==> src/rtl/eprom_rd_pkg.sv <==
package eprom_rd_pkg;

    localparam int DEV_AW = 19;
    localparam int DW     = 8;
    localparam int T_FLOAT_NS = 50;

    typedef enum logic [2:0] {
        ST_IDLE,
        ST_SETUP,
        ST_OE_WAIT,
        ST_SAMPLE,
        ST_FLOAT
    } rd_state_e;

    function automatic int ceil_div(input int n, input int d);
        return (n + d - 1) / d;
    endfunction

    // address / chip-enable access time per grade
    function automatic int t_acc_ns(input bit slow);
        return slow ? 150 : 120;
    endfunction

    function automatic int t_ce_ns(input bit slow);
        return slow ? 150 : 120;
    endfunction

    function automatic int t_oe_ns(input bit slow);
        return slow ? 80 : 60;
    endfunction

    // cycles covering ns, plus one cycle of margin
    function automatic int wait_cycles(input int ns, input int clk_ns);
        return ((ns > 0) ? ceil_div(ns, clk_ns) : 0) + 1;
    endfunction

    function automatic int max2(input int a, input int b);
        return (a > b) ? a : b;
    endfunction

endpackage

==> src/rtl/eprom_rd_timer.sv <==
module eprom_rd_timer #(
    parameter int CNT_W = 5
) (
    input  logic             clk,
    input  logic             rst,
    input  logic             load,
    input  logic [CNT_W-1:0] load_val,
    output logic             done
);
    logic [CNT_W-1:0] cnt_q;

    always_ff @(posedge clk) begin
        if (rst)
            cnt_q <= '0;
        else if (load)
            cnt_q <= load_val;
        else if (cnt_q != '0)
            cnt_q <= cnt_q - 1'b1;
    end

    assign done = (cnt_q == '0);

    // an expired count stays expired until reloaded
    a_r5_timer_holds_zero: assert property (@(posedge clk) disable iff (rst)
        (!load && cnt_q == '0) |=> (cnt_q == '0));

endmodule

==> src/rtl/eprom_rd_ce_decode.sv <==
module eprom_rd_ce_decode #(
    parameter int NDEV  = 4,
    parameter int SEL_W = 2
) (
    input  logic             clk,
    input  logic             rst,
    input  logic             open,
    input  logic             close,
    input  logic [SEL_W-1:0] sel,
    output logic [NDEV-1:0]  ce_n
);
    for (genvar g = 0; g < NDEV; g++) begin : g_ce
        always_ff @(posedge clk) begin
            if (rst)
                ce_n[g] <= 1'b1;
            else if (close)
                ce_n[g] <= 1'b1;
            else if (open)
                ce_n[g] <= (sel != SEL_W'(g));
        end
    end

    a_r3_ce_onehot0: assert property (@(posedge clk) disable iff (rst)
        $onehot0(~ce_n));

    a_r3_open_selects: assert property (@(posedge clk) disable iff (rst)
        (open && !close) |=> !ce_n[$past(sel)]);

endmodule

==> src/rtl/eprom_rd_seq.sv <==
module eprom_rd_seq
    import eprom_rd_pkg::*;
#(
    parameter int NDEV      = 4,
    parameter int SEL_W     = 2,
    parameter int AW        = 21,
    parameter int CNT_W     = 5,
    parameter int SETUP_CYC = 13,
    parameter int OE_CYC    = 13,
    parameter int FLT_CYC   = 11
) (
    input  logic              clk,
    input  logic              rst,
    input  logic              req_valid,
    input  logic [AW-1:0]     req_addr,
    input  logic              req_sig,
    output logic              req_ready,
    input  logic              timer_done,
    output logic              timer_load,
    output logic [CNT_W-1:0]  timer_val,
    output logic              sel_open,
    output logic              sel_close,
    output logic [SEL_W-1:0]  sel_idx,
    output logic [DEV_AW-1:0] mem_addr,
    output logic              mem_oe_n,
    output logic              id_volt_req,
    input  logic [DW-1:0]     mem_data,
    output logic              rsp_valid,
    output logic [DW-1:0]     rsp_data
);
    rd_state_e state_q, state_d;
    logic      accept;

    assign req_ready = (state_q == ST_IDLE);
    assign accept    = req_valid && req_ready;
    assign sel_idx   = req_addr[AW-1 -: SEL_W];

    always_comb begin
        state_d    = state_q;
        timer_load = 1'b0;
        timer_val  = '0;
        sel_open   = 1'b0;
        sel_close  = 1'b0;
        unique case (state_q)
            ST_IDLE: if (accept) begin
                state_d    = ST_SETUP;
                timer_load = 1'b1;
                timer_val  = CNT_W'(SETUP_CYC - 1);
                sel_open   = 1'b1;
            end
            ST_SETUP: if (timer_done) begin
                state_d    = ST_OE_WAIT;
                timer_load = 1'b1;
                timer_val  = CNT_W'(OE_CYC - 1);
            end
            ST_OE_WAIT: if (timer_done)
                state_d = ST_SAMPLE;
            ST_SAMPLE: begin
                state_d    = ST_FLOAT;
                timer_load = 1'b1;
                timer_val  = CNT_W'(FLT_CYC - 1);
                sel_close  = 1'b1;
            end
            ST_FLOAT: if (timer_done)
                state_d = ST_IDLE;
            default: state_d = ST_IDLE;
        endcase
    end

    always_ff @(posedge clk) begin
        if (rst) begin
            state_q     <= ST_IDLE;
            mem_addr    <= '0;
            mem_oe_n    <= 1'b1;
            id_volt_req <= 1'b0;
            rsp_valid   <= 1'b0;
            rsp_data    <= '0;
        end else begin
            state_q   <= state_d;
            rsp_valid <= 1'b0;
            if (accept) begin
                mem_addr    <= req_addr[DEV_AW-1:0];
                id_volt_req <= req_sig;
            end
            if (state_q == ST_SETUP && timer_done)
                mem_oe_n <= 1'b0;
            if (state_q == ST_SAMPLE) begin
                rsp_data    <= mem_data;
                rsp_valid   <= 1'b1;
                mem_oe_n    <= 1'b1;
                id_volt_req <= 1'b0;
            end
        end
    end

    a_r6_rsp_single: assert property (@(posedge clk) disable iff (rst)
        rsp_valid |=> !rsp_valid);

    a_r6_oe_rises_with_rsp: assert property (@(posedge clk) disable iff (rst)
        rsp_valid |-> mem_oe_n);

    a_r2_no_accept_busy: assert property (@(posedge clk) disable iff (rst)
        (!req_ready) |=> !$rose(mem_oe_n) || rsp_valid);

endmodule

==> src/rtl/eprom_rd_ctrl.sv <==
module eprom_rd_ctrl
    import eprom_rd_pkg::*;
#(
    parameter int CLK_NS     = 5,
    parameter bit SPEED_SLOW = 1'b0,
    parameter int NDEV       = 4
) (
    input  logic                           clk,
    input  logic                           rst,
    input  logic                           req_valid,
    input  logic [DEV_AW+$clog2(NDEV)-1:0] req_addr,
    input  logic                           req_sig,
    output logic                           req_ready,
    output logic                           rsp_valid,
    output logic [7:0]                     rsp_data,
    output logic [18:0]                    mem_addr,
    output logic [NDEV-1:0]                mem_ce_n,
    output logic                           mem_oe_n,
    input  logic [7:0]                     mem_data,
    output logic                           id_volt_req
);
    localparam int SEL_W     = $clog2(NDEV);
    localparam int AW        = DEV_AW + SEL_W;
    localparam int T_LEAD_NS = max2(t_acc_ns(SPEED_SLOW), t_ce_ns(SPEED_SLOW))
                               - t_oe_ns(SPEED_SLOW);
    localparam int SETUP_CYC = wait_cycles(T_LEAD_NS, CLK_NS);
    localparam int OE_CYC    = wait_cycles(t_oe_ns(SPEED_SLOW), CLK_NS);
    localparam int FLT_CYC   = wait_cycles(T_FLOAT_NS, CLK_NS);
    localparam int MAX_CYC   = max2(max2(SETUP_CYC, OE_CYC), FLT_CYC);
    localparam int CNT_W     = $clog2(MAX_CYC + 1);

    logic             t_load, t_done;
    logic [CNT_W-1:0] t_val;
    logic             sel_open, sel_close;
    logic [SEL_W-1:0] sel_idx;

    eprom_rd_seq #(
        .NDEV(NDEV), .SEL_W(SEL_W), .AW(AW), .CNT_W(CNT_W),
        .SETUP_CYC(SETUP_CYC), .OE_CYC(OE_CYC), .FLT_CYC(FLT_CYC)
    ) u_seq (
        .clk(clk), .rst(rst),
        .req_valid(req_valid), .req_addr(req_addr), .req_sig(req_sig),
        .req_ready(req_ready),
        .timer_done(t_done), .timer_load(t_load), .timer_val(t_val),
        .sel_open(sel_open), .sel_close(sel_close), .sel_idx(sel_idx),
        .mem_addr(mem_addr), .mem_oe_n(mem_oe_n), .id_volt_req(id_volt_req),
        .mem_data(mem_data), .rsp_valid(rsp_valid), .rsp_data(rsp_data)
    );

    eprom_rd_timer #(.CNT_W(CNT_W)) u_timer (
        .clk(clk), .rst(rst), .load(t_load), .load_val(t_val), .done(t_done)
    );

    eprom_rd_ce_decode #(.NDEV(NDEV), .SEL_W(SEL_W)) u_dec (
        .clk(clk), .rst(rst), .open(sel_open), .close(sel_close),
        .sel(sel_idx), .ce_n(mem_ce_n)
    );

    // Window counters for the timing checks below
    logic             any_ce;
    logic [CNT_W-1:0] ce_lo_cnt, en_hi_cnt;
    assign any_ce = !(&mem_ce_n);

    always_ff @(posedge clk) begin
        if (rst) begin
            ce_lo_cnt <= '0;
            en_hi_cnt <= CNT_W'(FLT_CYC);
        end else begin
            if (!any_ce)
                ce_lo_cnt <= '0;
            else if (ce_lo_cnt < CNT_W'(SETUP_CYC))
                ce_lo_cnt <= ce_lo_cnt + 1'b1;
            if (any_ce || !mem_oe_n)
                en_hi_cnt <= '0;
            else if (en_hi_cnt < CNT_W'(FLT_CYC))
                en_hi_cnt <= en_hi_cnt + 1'b1;
        end
    end

    a_r7_oe_needs_ce: assert property (@(posedge clk) disable iff (rst)
        !mem_oe_n |-> any_ce);

    a_r5_oe_after_setup: assert property (@(posedge clk) disable iff (rst)
        $fell(mem_oe_n) |-> ($past(ce_lo_cnt) >= CNT_W'(SETUP_CYC - 1)));

    a_r8_float_gap: assert property (@(posedge clk) disable iff (rst)
        (any_ce && !$past(any_ce)) |-> ($past(en_hi_cnt) >= CNT_W'(FLT_CYC)));

    a_r4_addr_stable: assert property (@(posedge clk) disable iff (rst)
        (any_ce && $past(any_ce)) |-> $stable(mem_addr));

    a_r1_idle_quiet: assert property (@(posedge clk) disable iff (rst)
        req_ready |-> (!any_ce && mem_oe_n && !id_volt_req));

    a_r9_hv_in_access: assert property (@(posedge clk) disable iff (rst)
        id_volt_req |-> any_ce);

endmodule

==> config.mk <==
export PLATFORM = sky130hd
export DESIGN_NAME = eprom_rd_ctrl
export DESIGN_NICKNAME = d
export VERILOG_FILES = /design/src/rtl/eprom_rd_pkg.sv /design/src/rtl/eprom_rd_timer.sv /design/src/rtl/eprom_rd_ce_decode.sv /design/src/rtl/eprom_rd_seq.sv /design/src/rtl/eprom_rd_ctrl.sv
export SDC_FILE = /design/constraint.sdc
export NUM_CORES = 1
export LEC_CHECK = 0
export ABC_AREA = 1
export CAP_MARGIN = 10
export CELL_PAD_IN_SITES_DETAIL_PLACEMENT = 1
export CELL_PAD_IN_SITES_GLOBAL_PLACEMENT = 1
export CORE_MARGIN = 2
export CORE_UTILIZATION = 26
export CTS_CLUSTER_SIZE = 8
export DETAILED_ROUTE_END_ITERATION = 8
export PLACE_DENSITY = 0.74
export SYNTH_ARGS = -nofsm -noshare
export SYNTH_HDL_FRONTEND = slang
export SYNTH_SLANG_ARGS = --single-unit
==> constraint.sdc <==
create_clock -name clk -period 1.55 [get_ports clk]
set_clock_uncertainty 0.2 [all_clocks]
set_input_delay 0.31 -clock clk [delete_from_list [all_inputs] [get_ports clk]]
set_output_delay 0.31 -clock clk [all_outputs]
set_load 0.01 [all_outputs]
==> impl_metrics.tcl <==
set metrics [dict create \
    final_common_cell "nand2_1" \
    synthCells 192 \
    synth_area_leaders "dfxtp_1 (52%), nand2_1 (14%), a21oi_1 (9.1%)" \
    cp-end-kind "output pin" \
    core_sq_mm 0.00592 \
    post_drt_via_cell_ratio 4.41 \
    grt_max_degree 25 \
    min_period_over_period 0.944 \
    dr.pass1.iters 4 \
    syn2layout_area_growth_pct 57.2 \
    root_buffer "clkbuf_8" \
    leakage_nw 1.15 \
    cp_data_arrival_time_ns 0.95 \
    grt_pass1_vias 1509 \
    cts_tree "yes" \
    cp.required_ns 1.04 \
    cp-start-kind "register" \
    die_x_um 82.2 \
    min_from "u_seq.mem_oe_n$_SDFFE_PP1P_" \
    crit_type "reg -> out" \
    grt_use_total 0.137 \
    fmax_mhz 683 \
    hpwl_mm 3.19 \
    postCtsHoldBufs 0 \
    io_buffers 67 \
    r2r-end "u_seq.mem_addr[13]$_SDFFE_PP0P_" \
    yosysSeqAreaShare 0.516 \
    place_area_sq_mm 0.00240 \
    tightest_slew_ns 0.226 \
    hold_end "u_seq.mem_oe_n$_SDFFE_PP1P_" \
    drc 0 \
    ios 68 \
    finalCriticalPeriod_ns 1.46 \
    final_core_util 0.423 \
    met3_usage 0.0489 \
    htree_levels 2 \
    postCtsSetupBuffers 0 \
    wl_per_cell_um 12.4 \
    swShare 0.353 \
    grt.overflow.total 0 \
    slew_viol_final 0 \
    tns_ns 0 \
    r2r-start "u_seq.state_q[2]$_SDFFE_PP0P_" \
    synthDistinctLibCells 23 \
    setup_viol 0 \
    p_int_w 0.00243 \
    synth_nets 227 \
    synth_area_sq_mm 0.00159 \
    die_height_um 82.2 \
    clockBufferDepth 2 \
    reg2reg_slack_ns 0.12 \
    grt_antenna_before_repair 0 \
    ant_nets 0 \
    cts.sinks 41 \
    max_slew_margin 0.849 \
    reg2regPathDepth 6 \
    powerDensity_mw_per_mm2 1500 \
    wirelength_mm 4.32 \
    n_antenna_cell 0 \
    outcome "completed" \
    gp_congestion 0.763 \
    irDropWorstVdd_mv 0.561 \
    vias 1535 \
    start_util 0.269 \
    gr-max-usage-layer "met2" \
    insertion_delay_ns 0.29 \
    combPwrFrac 0.400 \
    use_met2 0.215 \
    power.switching_w 0.00133 \
    nets 307 \
    clk_pin_slew_worst_paths_ns 0.07 \
    p_clk_frac 0.238 \
    cts_buffers 5 \
    num_rows 28 \
    final_cell_mix "nand2_1 (58), dfxtp_1 (40), dlygate4sd2_1 (34)" \
    drtIter0Drc 36 \
    stdcell_area_sq_mm 0.00250 \
    maxCapViolCount 0 \
    final-hold-violation-count 0 \
    holdWs_ns 0.253 \
    cp_max_fo 2 \
    grt_pass1_wl_mm 7.02 \
    ctsResizeCount 39 \
    syn_area_per_cell_sq_um 8.29 \
    seqPwrFrac 0.363 \
    dieArea_sq_mm 0.00676 \
    hold_depth 2 \
    yosysWarnings 0 \
    ys_seq_elements 41 \
    min_path_type "reg -> reg" \
    synth_top_area_share 0.516 \
    synth_top_area_cell "dfxtp_1" \
    layout-drive-gt1-share 0.150 \
    use_met1 0.170 \
]
==> metrics by stage <==
step / setup slack (ns) / total power [W] / cells
after floorplan: 0.0641 / 0.00228 / 192
after global placement: -0.147 / 0.00290 / 340
after detailed placement: -0.187 / 0.00294 / 340
after CTS: 0.000101 / 0.00374 / 348
after global routing: -0.0128 / 0.00407 / 348
final: 0.0869 / 0.00376 / 348
==> kinds of logic after synthesis <==
group | Yosys count | share of synthesized area
compound gates | 43 | 0.159
xor+xnor | 2 | 0.0110
fa+ha+maj | 2 | 0.0157
buf+inv | 21 | 0.0653
flops | 41 | 0.516
simple gates | 83 | 0.233
==> per-layer routing <==
layer	routed length, um	share of wire
met3	272	0.063
met4	67	0.016
met1	1970	0.46
met2	2000	0.46
met5	0	0
==> worst max-delay path by stage <==
stage / startpoint / endpoint / slack (ns) / cells past startpoint
floorplan: u_timer.cnt_q[0]$_SDFFE_PP0P_ / u_timer.cnt_q[3]$_SDFFE_PP0P_ / 0.06 / 8
global placement: req_valid / u_dec.ce_n[3]$_SDFFE_PP1P_ / -0.15 / 5
detailed placement: req_valid / u_seq.mem_addr[13]$_SDFFE_PP0P_ / -0.19 / 5
CTS: u_timer.cnt_q[1]$_SDFFE_PP0P_ / u_timer.cnt_q[3]$_SDFFE_PP0P_ / 0.0001 / 8
global route: u_timer.cnt_q[1]$_SDFFE_PP0P_ / u_timer.cnt_q[1]$_SDFFE_PP0P_ / -0.01 / 9
finish: u_seq.state_q[2]$_SDFFE_PP0P_ / req_ready / 0.09 / 4
==> synthesized netlist by cell type, drive strengths merged <==
library cell / instances
inv: 14
dfxtp: 41
or2: 1
nand2: 62
nand3: 10
xor2: 2
o21ai: 5
nor2: 9
buf: 5
clkbuf: 2
a22o: 8
a211oi: 1
a21oi: 29
ha: 2
nand4: 1
==> critical path, stage by stage (launching register included) <==
cell     delay, ns
dfxtp_2       0.34
nor2_4        0.11
nand2_2       0.05
inv_1         0.04
buf_2         0.11
==> layout make-up <==
class	count	area, sq um
clock inverter	1	30.0
tap	75	93.8
inverter	14	55.1
clock buffer	7	86.3
fill	734	3420
timing repair buffer	80	721
multi-input combinational	130	694
sequential	41	822
==> power by group through the flow <==
stage               combinational [W]  sequential, W  clock [W]
CTS                           0.00146        0.00136   0.000920
global route                  0.00170        0.00139   0.000971
finish                        0.00150        0.00136   0.000894
global placement              0.00152        0.00139          0
detailed placement            0.00155        0.00139          0
floorplan                    0.000823        0.00146          0
==> state kept, by name (all words and copies together) (netlist names) <==
name / cells
u_seq.rsp_data: 8
u_seq.rsp_valid: 1
u_timer.cnt_q: 4
u_seq.id_volt_req: 1
u_dec.ce_n: 4
u_seq.mem_oe_n: 1
u_seq.mem_addr: 19
u_seq.state_q: 3
(Power assumes the default switching activity.)
